<file path="config.mk">
export PLATFORM = sky130hd
export DESIGN_NAME = vmap_two_bank
export DESIGN_NICKNAME = d
export VERILOG_FILES = /design/src/rtl/vmap_pkg.sv /design/src/rtl/vmap_status_ram.sv /design/src/rtl/vmap_bank_pair.sv /design/src/rtl/vmap_refill_fsm.sv /design/src/rtl/vmap_two_bank.sv
export SDC_FILE = /design/constraint.sdc
export NUM_CORES = 2
export LEC_CHECK = 0
export BUFFER_PORTS_ARGS = -buffer_cell sky130_fd_sc_hd__buf_2
export CORE_MARGIN = 4
export CORE_UTILIZATION = 51
export CTS_BUF_LIST = sky130_fd_sc_hd__clkbuf_2
export CTS_CLUSTER_SIZE = 20
export DETAILED_ROUTE_END_ITERATION = 12
export GPL_TIMING_DRIVEN = 0
export HOLD_SLACK_MARGIN = 0.15
export PLACE_DENSITY = 0.66
export REMOVE_ABC_BUFFERS = 1
export SLEW_MARGIN = 0
export SYNTH_ARGS = -nofsm -noshare
export SYNTH_HDL_FRONTEND = slang
export SYNTH_HIERARCHICAL = 1
export SYNTH_SLANG_ARGS = --single-unit
export TNS_END_PERCENT = 100
</file>
<file path="constraint.sdc">
create_clock -name clk -period 5 [get_ports clk]
set_clock_uncertainty 0.1 [all_clocks]
set_input_delay 0.25 -clock clk [delete_from_list [all_inputs] [get_ports clk]]
set_output_delay 0.25 -clock clk [all_outputs]
set_load 0.02 [all_outputs]
</file>
<file path="src/rtl/vmap_pkg.sv">
`timescale 1ns/1ps
package vmap_pkg;
  typedef enum logic [2:0] {
    RF_IDLE = 3'd0,
    RF_USE  = 3'd1,
    RF_INV  = 3'd2,
    RF_MAP  = 3'd3,
    RF_STAT = 3'd4
  } rf_state_e;

  localparam logic [1:0] NX_WIRED = 2'b00;
  localparam logic [1:0] NX_RIGHT = 2'b01;
  localparam logic [1:0] NX_LEFT  = 2'b10;

  localparam int ENT_W  = 32;
  localparam int ACC_B  = 31;
  localparam int WR_B   = 30;
  localparam int NC_B   = 22;
endpackage

</file>
<file path="src/rtl/vmap_status_ram.sv">
`timescale 1ns/1ps
module vmap_status_ram #(
  parameter int SIDX_W = 9,
  localparam int DEPTH = 1 << SIDX_W
) (
  input  logic              clk,
  input  logic              rst_n,
  input  logic [SIDX_W-1:0] rd_idx,
  output logic              rd_valid,
  output logic              rd_bank,
  input  logic              clr_en,
  input  logic [SIDX_W-1:0] clr_idx0,
  input  logic [SIDX_W-1:0] clr_idx1,
  input  logic              wr_en,
  input  logic [SIDX_W-1:0] wr_idx,
  input  logic              wr_bank
);
  logic [DEPTH-1:0] vld_q;
  logic [DEPTH-1:0] bsel_q;

  always_ff @(posedge clk or negedge rst_n) begin
    if (!rst_n) begin
      vld_q <= '0;
    end else begin
      if (clr_en) begin
        vld_q[clr_idx0] <= 1'b0;
        vld_q[clr_idx1] <= 1'b0;
      end
      if (wr_en) vld_q[wr_idx] <= 1'b1;
    end
  end

  always_ff @(posedge clk) begin
    if (wr_en) bsel_q[wr_idx] <= wr_bank;
  end

  assign rd_valid = vld_q[rd_idx];
  assign rd_bank  = bsel_q[rd_idx];
endmodule

</file>
<file path="src/rtl/vmap_bank_pair.sv">
`timescale 1ns/1ps
module vmap_bank_pair #(
  parameter int IDX_W = 6,
  parameter int W     = 32,
  localparam int DEPTH = 1 << IDX_W
) (
  input  logic             clk,
  input  logic [IDX_W-1:0] rd_idx,
  input  logic             rd_bank,
  output logic [W-1:0]     rd_data,
  input  logic             wr_en,
  input  logic             wr_bank,
  input  logic [IDX_W-1:0] wr_idx,
  input  logic [W-1:0]     wr_data
);
  logic [W-1:0] bank_rd [2];

  for (genvar b = 0; b < 2; b++) begin : g_bank
    logic [W-1:0] mem [DEPTH];
    always_ff @(posedge clk) begin
      if (wr_en && (wr_bank == b[0])) mem[wr_idx] <= wr_data;
    end
    assign bank_rd[b] = mem[rd_idx];
  end

  assign rd_data = rd_bank ? bank_rd[1] : bank_rd[0];
endmodule

</file>
<file path="src/rtl/vmap_refill_fsm.sv">
`timescale 1ns/1ps
module vmap_refill_fsm
  import vmap_pkg::*;
#(
  parameter int IDX_W = 6,
  parameter int AL_W  = 3,
  localparam int PG_W   = IDX_W + AL_W,
  localparam int PR_W   = IDX_W - 1,
  localparam int PAIRS  = 1 << PR_W,
  localparam int OWN_W  = 2 * AL_W
) (
  input  logic             clk,
  input  logic             rst_n,
  input  logic             start,
  input  logic [PG_W-1:0]  start_page,
  input  logic [ENT_W-1:0] start_entry,
  input  logic             start_wired,
  output logic             busy,
  output logic             clr_en,
  output logic [PG_W-1:0]  clr_idx0,
  output logic [PG_W-1:0]  clr_idx1,
  output logic             st_wr_en,
  output logic [PG_W-1:0]  st_wr_idx,
  output logic             st_wr_bank,
  output logic             map_wr_en,
  output logic             map_wr_bank,
  output logic [IDX_W-1:0] map_wr_idx,
  output logic [ENT_W-1:0] map_wr_data
);
  rf_state_e state_q, state_d;
  logic [PG_W-1:0]  page_q;
  logic [ENT_W-1:0] ent_q;
  logic             wired_q, bank_q, evict_q, match_q;
  logic [OWN_W-1:0] owner_q;

  logic [1:0]       nx_tab  [PAIRS];
  logic [OWN_W-1:0] own_l   [PAIRS];
  logic [OWN_W-1:0] own_r   [PAIRS];

  logic [AL_W-1:0]  alias_q;
  logic [IDX_W-1:0] idx_q;
  logic [PR_W-1:0]  pr_q;
  logic [OWN_W-1:0] mine, cur_l, cur_r, victim;
  logic [1:0]       cur_nx, nx_new;
  logic             bank_d, match_d, evict_d;

  assign alias_q = page_q[PG_W-1 -: AL_W];
  assign idx_q   = page_q[IDX_W-1:0];
  assign pr_q    = idx_q[IDX_W-1:1];
  assign mine    = {{(OWN_W-AL_W){1'b0}}, alias_q};
  assign cur_l   = own_l[pr_q];
  assign cur_r   = own_r[pr_q];
  assign cur_nx  = nx_tab[pr_q];

  // Bank choice: pin request, then owner match, then alternation field.
  always_comb begin
    match_d = 1'b0;
    if (wired_q) begin
      bank_d = 1'b0;
    end else if (cur_l == mine) begin
      bank_d = 1'b0; match_d = 1'b1;
    end else if (cur_r == mine) begin
      bank_d = 1'b1; match_d = 1'b1;
    end else begin
      bank_d = (cur_nx == NX_WIRED) || (cur_nx == NX_RIGHT);
    end
    victim  = bank_d ? cur_r : cur_l;
    evict_d = !match_d && (victim != '1);
  end

  always_comb begin
    if (wired_q)                nx_new = NX_WIRED;
    else if (match_q)           nx_new = cur_nx;
    else if (cur_nx == NX_WIRED) nx_new = NX_WIRED;
    else                        nx_new = bank_q ? NX_LEFT : NX_RIGHT;
  end

  always_comb begin
    state_d = state_q;
    unique case (state_q)
      RF_IDLE: if (start) state_d = RF_USE;
      RF_USE:  state_d = RF_INV;
      RF_INV:  state_d = RF_MAP;
      RF_MAP:  state_d = RF_STAT;
      RF_STAT: state_d = RF_IDLE;
      default: state_d = RF_IDLE;
    endcase
  end

  always_ff @(posedge clk or negedge rst_n) begin
    if (!rst_n) state_q <= RF_IDLE;
    else        state_q <= state_d;
  end

  always_ff @(posedge clk) begin
    if (state_q == RF_IDLE && start) begin
      page_q  <= start_page;
      ent_q   <= start_entry;
      wired_q <= start_wired;
    end
    if (state_q == RF_USE) begin
      bank_q  <= bank_d;
      match_q <= match_d;
      evict_q <= evict_d;
      owner_q <= victim;
    end
  end

  always_ff @(posedge clk or negedge rst_n) begin
    if (!rst_n) begin
      for (int p = 0; p < PAIRS; p++) begin
        nx_tab[p] <= NX_LEFT;
        own_l[p]  <= '1;
        own_r[p]  <= '1;
      end
    end else if (state_q == RF_MAP) begin
      nx_tab[pr_q] <= nx_new;
      if (bank_q) own_r[pr_q] <= mine;
      else        own_l[pr_q] <= mine;
    end
  end

  assign busy        = (state_q != RF_IDLE);
  assign clr_en      = (state_q == RF_INV) && evict_q;
  assign clr_idx0    = {owner_q[AL_W-1:0], pr_q, 1'b0};
  assign clr_idx1    = {owner_q[AL_W-1:0], pr_q, 1'b1};
  assign map_wr_en   = (state_q == RF_MAP);
  assign map_wr_bank = bank_q;
  assign map_wr_idx  = idx_q;
  assign map_wr_data = ent_q;
  assign st_wr_en    = (state_q == RF_STAT);
  assign st_wr_idx   = page_q;
  assign st_wr_bank  = bank_q;

  logic own_unused;
  assign own_unused = ^owner_q[OWN_W-1:AL_W];
endmodule

</file>
<file path="src/rtl/vmap_two_bank.sv">
`timescale 1ns/1ps
module vmap_two_bank
  import vmap_pkg::*;
#(
  parameter int OFF_W = 8,
  parameter int IDX_W = 6,
  parameter int AL_W  = 3,
  parameter int PPN_W = 22,
  localparam int PG_W = IDX_W + AL_W,
  localparam int VA_W = OFF_W + PG_W,
  localparam int PA_W = PPN_W + OFF_W + 2
) (
  input  logic             clk,
  input  logic             rst_n,
  input  logic             req_valid,
  input  logic             req_write,
  input  logic [VA_W-1:0]  req_vaddr,
  output logic             req_ready,
  output logic             resp_valid,
  output logic             resp_hit,
  output logic             resp_miss,
  output logic             resp_fault,
  output logic [PA_W-1:0]  resp_paddr,
  output logic             resp_nocache,
  input  logic             refill_valid,
  input  logic [PG_W-1:0]  refill_page,
  input  logic [ENT_W-1:0] refill_entry,
  input  logic             refill_wired
);
  logic             refill_busy, clr_en, st_wr_en, st_wr_bank;
  logic [PG_W-1:0]  clr_idx0, clr_idx1, st_wr_idx;
  logic             map_wr_en, map_wr_bank;
  logic [IDX_W-1:0] map_wr_idx;
  logic [ENT_W-1:0] map_wr_data, lk_entry;
  logic             st_valid, st_bank, accept;

  vmap_status_ram #(.SIDX_W(PG_W)) u_status (
    .clk(clk), .rst_n(rst_n),
    .rd_idx(req_vaddr[VA_W-1:OFF_W]), .rd_valid(st_valid), .rd_bank(st_bank),
    .clr_en(clr_en), .clr_idx0(clr_idx0), .clr_idx1(clr_idx1),
    .wr_en(st_wr_en), .wr_idx(st_wr_idx), .wr_bank(st_wr_bank)
  );

  vmap_bank_pair #(.IDX_W(IDX_W), .W(ENT_W)) u_banks (
    .clk(clk), .rd_idx(req_vaddr[OFF_W +: IDX_W]), .rd_bank(st_bank), .rd_data(lk_entry),
    .wr_en(map_wr_en), .wr_bank(map_wr_bank), .wr_idx(map_wr_idx), .wr_data(map_wr_data)
  );

  vmap_refill_fsm #(.IDX_W(IDX_W), .AL_W(AL_W)) u_refill (
    .clk(clk), .rst_n(rst_n),
    .start(refill_valid && !refill_busy), .start_page(refill_page),
    .start_entry(refill_entry), .start_wired(refill_wired),
    .busy(refill_busy), .clr_en(clr_en), .clr_idx0(clr_idx0), .clr_idx1(clr_idx1),
    .st_wr_en(st_wr_en), .st_wr_idx(st_wr_idx), .st_wr_bank(st_wr_bank),
    .map_wr_en(map_wr_en), .map_wr_bank(map_wr_bank), .map_wr_idx(map_wr_idx),
    .map_wr_data(map_wr_data)
  );

  assign req_ready = !refill_busy && !refill_valid;
  assign accept    = req_valid && req_ready;

  logic            rv_d, hit_d, miss_d, flt_d, nc_d;
  logic [PA_W-1:0] pa_d;

  always_comb begin
    rv_d = accept; hit_d = 1'b0; miss_d = 1'b0; flt_d = 1'b0;
    nc_d = 1'b0;   pa_d = '0;
    if (accept) begin
      if (!st_valid) begin
        miss_d = 1'b1;
      end else if (!lk_entry[ACC_B] || (req_write && !lk_entry[WR_B])) begin
        flt_d = 1'b1;
      end else begin
        hit_d = 1'b1;
        pa_d  = {lk_entry[PPN_W-1:0], req_vaddr[OFF_W-1:0], 2'b00};
        nc_d  = lk_entry[NC_B];
      end
    end
  end

  always_ff @(posedge clk or negedge rst_n) begin
    if (!rst_n) begin
      resp_valid <= 1'b0; resp_hit <= 1'b0; resp_miss <= 1'b0;
      resp_fault <= 1'b0; resp_paddr <= '0; resp_nocache <= 1'b0;
    end else begin
      resp_valid <= rv_d; resp_hit <= hit_d; resp_miss <= miss_d;
      resp_fault <= flt_d; resp_paddr <= pa_d; resp_nocache <= nc_d;
    end
  end

  logic lk_unused;
  assign lk_unused = ^lk_entry[29:23];
endmodule

</file>
# After elaboration in Yosys (flattened, before gate mapping)
# Memories as Yosys holds them, arrays and structs flattened.
# Index checks and enable logic that the tools add are counted.
# word_totals
word_cells	225
mem_bits_ro	0
mem_bits_rw	4096
output_inout_bits	38
reg_bits	1560
mem_count	2
latchBits	0
inputBits	64
# op_classes
n_shift	0
add_sub_neg	0
muxes	61
reduce_logical	25
n_mul	0
n_lt_le_gt_ge	9
n_bitwise	7
div	0
n_eq_ne	9
# mem_list
name	depth	width	rd	rd_ports_with_merged_regs	write_ports	line	rtl
u_banks.g_bank[0].mem	64	32	1	0	1	vmap_bank_pair.sv:19	logic [W-1:0] mem [DEPTH];
u_banks.g_bank[1].mem	64	32	1	0	1	vmap_bank_pair.sv:19	
# ops
cell	count
AND 512 bit	2
2-to-1 mux 512 bit	2
bitwise mux 512 bit	1
NOT 511 -> 512 bit	1
NOT 512 bit	1
OR 512 bit	1
bitwise mux 192 bit	2
2-to-1 mux 32 bit	4
bitwise mux 64 bit	1
binary-select mux 6 bit (select 5 bit)	2
less-than comparator 9 x 10 -> 1 bit (second input constant)	4
2-to-1 mux 6 bit	6
demux 6 bit (select 5 bit)	1
greater-or-equal comparator 9 x 1 -> 1 bit (second input constant)	3
2-to-1 mux 1 bit	26
binary-select mux 1 bit (select 9 bit)	2
demux 1 bit (select 8 bit)	2
2-to-1 mux 2 bit	7
logical AND 1 bit	13
== test 6 x 3 -> 1 bit	2
one-hot mux 3 bit (4 select lines)	1
binary-select mux 2 bit (select 5 bit)	1
demux 2 bit (select 5 bit)	1
demux 1 bit (select 9 bit)	1
17 further kinds	24

# Depth between registers and ports, before layout
# logic_depth
depth_word	12
depth_mapped	20
ltp_nobuf	12

# Modules after synthesis
# Netlist, hierarchy kept.
# modules_own_cells
mod	n_inst	seq_area_each_um2	cells_each	area_each_um2
vmap_bank_pair	1	122998.0	5965	155689.3
vmap_status_ram	1	28187.0	4492	50128.1
vmap_refill_fsm	1	9884.5	1218	16991.3
vmap_two_bank	1	875.8	121	1492.7

# Least setup slack after synthesis
# No wires, ideal clock.
# synth_timing
path_kind	input -> register
startpoint	in req_vaddr[9]
endpoint	reg resp_paddr[22]
n_path_buf	7
stages	17
setup_slack_ns	0.982
setup_time_ns	0.122
arrival_ns	3.796
required_time_ns	4.778
cell_sequence	buf_2 buf_2 buf_1 mux4_2 o41ai_1 nor4_1 nand4_1 a211oi_1 or4_1 buf_1 clkbuf_1 mux4_2 mux2_2 nor2b_1 clkbuf_1 buf_4 nor3_2
# synth_via
elab_chain_cells	9
word_cells_on_any_way	14
classes_between	mux (8); reduce/logical (4); memory (2)
# synth_rtl
item	line	rtl
start, declared	vmap_two_bank.sv:17	input logic [VA_W-1:0] req_vaddr,
binary-select mux 1 bit (select 9 bit)	vmap_status_ram.sv:38	assign rd_bank = bsel_q[rd_idx];
2-to-1 mux 1 bit (implied by the code)	vmap_status_ram.sv:38	
net st_bank	vmap_two_bank.sv:35	logic st_valid, st_bank, accept;
2-to-1 mux 32 bit	vmap_bank_pair.sv:26	assign rd_data = rd_bank ? bank_rd[1] : bank_rd[0];
net lk_entry[30]	vmap_two_bank.sv:34	logic [ENT_W-1:0] map_wr_data, lk_entry;
zero test 1 bit	vmap_two_bank.sv:71	end else if (!lk_entry[ACC_B] || (req_write && !lk_entry[WR_B])) begin
logical AND 1 bit	vmap_two_bank.sv:71	
logical OR 1 bit	vmap_two_bank.sv:71	
2-to-1 mux 32 bit	vmap_two_bank.sv:71	
2-to-1 mux 32 bit	vmap_two_bank.sv:69	if (!st_valid) begin
2-to-1 mux 32 bit	vmap_two_bank.sv:68	if (accept) begin
net pa_d[22]	vmap_two_bank.sv:63	logic [PA_W-1:0] pa_d;
end signal, assigned	vmap_two_bank.sv:87	resp_fault <= flt_d; resp_paddr <= pa_d; resp_nocache <= nc_d;
end, declared	vmap_two_bank.sv:23	output logic [PA_W-1:0] resp_paddr,
# The timed path passes the listed nets, and every way through them passes these cells. The select of a mux whose other input is x is not followed.
# A chain may end at the register's enable or synchronous reset.

# Worst setup path in the final report
# layout_timing
startpoint	reg u_refill.bank_q (netlist: u_refill/map_wr_bank)
endpoint	mem u_banks.g_bank[1].mem[12][5] (enable)
# layout_via
elab_chain_cells	3
# layout_rtl
item	line	rtl
start, declared	vmap_refill_fsm.sv:33	logic wired_q, bank_q, evict_q, match_q;
start signal, assigned	vmap_refill_fsm.sv:102	bank_q <= bank_d;
logical AND 1 bit	vmap_bank_pair.sv:21	if (wr_en && (wr_bank == b[0])) mem[wr_idx] <= wr_data;
2-to-1 mux 1 bit	vmap_bank_pair.sv:21	
2-to-1 mux 1 bit (implied by the code)	vmap_bank_pair.sv:21	
end, declared	vmap_bank_pair.sv:19	
# Every way passes these cells.

==> results.py <==
metrics = {
    "outcome": {
        "outcome": "finished, violations left",
        "violations": "max-capacitance violations, max-slew violations, negative setup slack",
    },
    "setup_path": {
        "end_kind": "register",
        "cp-start-kind": "register",
        "critPathKind": "register to register",
        "worst_ep_arrival_time_ps": 7020,
        "crit_fanout": 25,
        "critPathRequiredTime_ps": 6630,
    },
    "final_layout": {
        "area_delta_synth_final_pct": 14.45,
        "final_net_count": 11860,
        "fin_cells": 17540,
        "final_area_um2": 218000,
        "drive_above_1_share_pct": 34.56,
    },
    "timing": {
        "fin_ws_ps": -388.7,
        "worst_pin_slew_ps": 3640,
        "fmax_mhz": 185.6,
        "finalSetupViolations": 368,
        "relSlewSlack_pct": -143.4,
        "hold_violations": 0,
        "period_share_pct": 107.8,
        "final.min_clock_period_ps": 5389,
        "maxSlewViolCount": 543,
        "rsz0062_at_grt": "yes",
    },
    "die": {
        "rows": 224,
        "die_area_um2": 383300,
        "start_util_pct": 51.18,
        "die_y_um": 619.1,
        "die_x_um": 619.1,
        "coreArea_um2": 372200,
        "ioPinCount": 102,
    },
    "routing": {
        "via_per_inst": 6.460,
        "final_antenna_net_count": 0,
        "wl_per_cell_um": 31.50,
        "wl_um": 552500,
        "vias": 113300,
        "first_pass_iters": 10,
        "drtIter0Drc": 15410,
        "drc_errors": 0,
    },
    "hold_path": {
        "hp-class": "register to register",
    },
    "placement": {
        "placedInstanceArea_um2": 204200,
        "dp.cells": 15220,
        "routabilityCongestion": 0.8570,
        "place_ws_ps": -2658,
        "io_buffers": 92,
        "dp_hpwl_um": 330800,
    },
    "grt": {
        "grt_max_degree": 141,
        "antenna_found_initial": 40,
        "grt_pass1_vias": 116700,
        "gr-total-overflow": 0,
        "grt_pass1_wl_um": 796800,
        "grt_usage_pct": 28.94,
    },
    "cts": {
        "clk_latency_ps": 2250,
        "cts_max_level": 7,
        "tritoncts": "yes",
        "cts_num_sinks": 4623,
        "cts_buffers": 1208,
        "clk_path_buf_depth": 5,
        "clkTransAtPathRegs_ps": 90,
        "clockRootBuffer": "clkbuf_2",
    },
    "pwr": {
        "power.leakage_nw": 78.50,
        "seqPwrFrac_pct": 56.2,
        "power.internal_mw": 56.53,
        "pwr_density_cell_nw_per_um2": 357.6,
        "peakVddDrop_mv": 0.2341,
        "switching_power_mw": 21.44,
        "p_sw_share_pct": 27.49,
        "comb_power_share_pct": 12.4,
        "clockPowerShare_pct": 31.4,
    },
    "synthesis": {
        "yosysWarnings": 6,
        "avgSynthCellArea_um2": 17.98,
        "netlist_area_um2": 190500,
        "netlist_instances": 10590,
    },
    "run": {
        "cap_viol_max_count": 3,
    },
}
per-layer routing:
metal / vias up / wire [µm] / global-route usage [%]
met5: - / 212 / 0.04995
met4: 12 / 28060 / 14.92
met3: 1572 / 61700 / 8.054
met1: 58400 / 199500 / 37.64
li1: 45600 / - / -
met2: 7727 / 263100 / 44.91
cell type report:
| type | count | area (µm²) |
|---|---|---|
| clock buffer | 1735 | 8683 |
| multi-input combinational | 5093 | 52900 |
| sequential | 4623 | 134800 |
| tap | 4972 | 6221 |
| antenna | 24 | 60.06 |
| inverter | 23 | 91.34 |
| timing repair buffer | 851 | 14100 |
| fill | 27510 | 154200 |
| clock inverter | 219 | 1135 |
registers in the layout (all words and copies together), names as in the netlist, 3 cells and up:
register,cells
resp_paddr,30
u_banks/g_bank.mem,3200
u_refill/map_wr_data,25
u_refill/nx_tab,64
u_refill/own_l,128
u_refill/own_r,128
u_refill/owner_q,3
u_refill/st_wr_idx,9
u_refill/state_q,3
u_status/bsel_q,512
u_status/vld_q,512
power by group through the flow:
stage,sequential [mW],combinational (mW),clock [mW]
floorplan,45.4,2.96,0
global placement,46.4,7.67,0
detailed placement,44.7,9.01,0
CTS,43.8,9.33,25.0
global route,43.9,9.96,27.3
finish,43.9,9.65,24.5
worst paths after layout:
check / from / end / slack (ps) / cells after the start
hold reg to reg: u_status/vld_q[147] / u_status/vld_q[147] / 380 / 1
max in group asynchronous: rst_n / u_refill/own_l[26] / 2180 / 9
setup / recovery: u_refill/map_wr_bank / u_banks/g_bank[1].mem[12][5] / -390 / 11
hold / removal: u_status/vld_q[147] / u_status/vld_q[147] / 380 / 1
setup reg to reg: u_refill/map_wr_bank / u_banks/g_bank[1].mem[12][5] / -390 / 11
min in group asynchronous: rst_n / u_status/vld_q[39] / 840 / 7
worst max-delay path: stages, from the launching register on:
cell,delay [ps]
edfxtp_1,710
buf_8,240
buf_16,160
buf_16,170
buf_16,180
buf_16,180
buf_16,190
buf_16,180
and2_1,360
nand3_1,1100
nor2_4,1040
buf_16,240
cell usage in the layout, fill, tap and decap left out, drive strengths merged, types with 45 or more instances in the layout:
| master | count |
|---|---|
| o221ai | 113 |
| nor2 | 726 |
| inv | 49 |
| o22ai | 600 |
| a21o | 513 |
| dlygate4sd3 | 296 |
| nand3 | 56 |
| mux4 | 1214 |
| nand2 | 770 |
| and2 | 45 |
| clkinv | 177 |
| a21oi | 46 |
| buf | 553 |
| edfxtp | 3753 |
| nor2b | 53 |
| dfstp | 288 |
| dfrtp | 582 |
| mux2i | 355 |
| nor3 | 73 |
| o21ai | 63 |
| clkbuf | 1737 |
| mux2 | 252 |
metrics by stage:
step / setup TNS (ps) / hold WS [ps] / total power, mW / util, %
6_report: -46180 / 378.7 / 77.97 / 58.58
3_5_place_dp: -177500 / 272.6 / 53.68 / 54.87
3_3_place_gp: - / 326.7 / 54.09 / 51.90
2_1_floorplan: - / -145.6 / 48.40 / -
5_1_grt: -47810 / 314.1 / 81.22 / 58.57
4_1_cts: -9384 / 153.4 / 78.21 / 58.50
repair_timing:
action	in CTS	in global routing
setup endpoints to repair	324	446
pin swaps	7	8
cloned	1	1
buffers inserted	7	12
endpoints found under the hold margin	976	0
resized for setup	6	9
hold buffers	319	0
No activity file was read; power rests on OpenSTA's default activity.
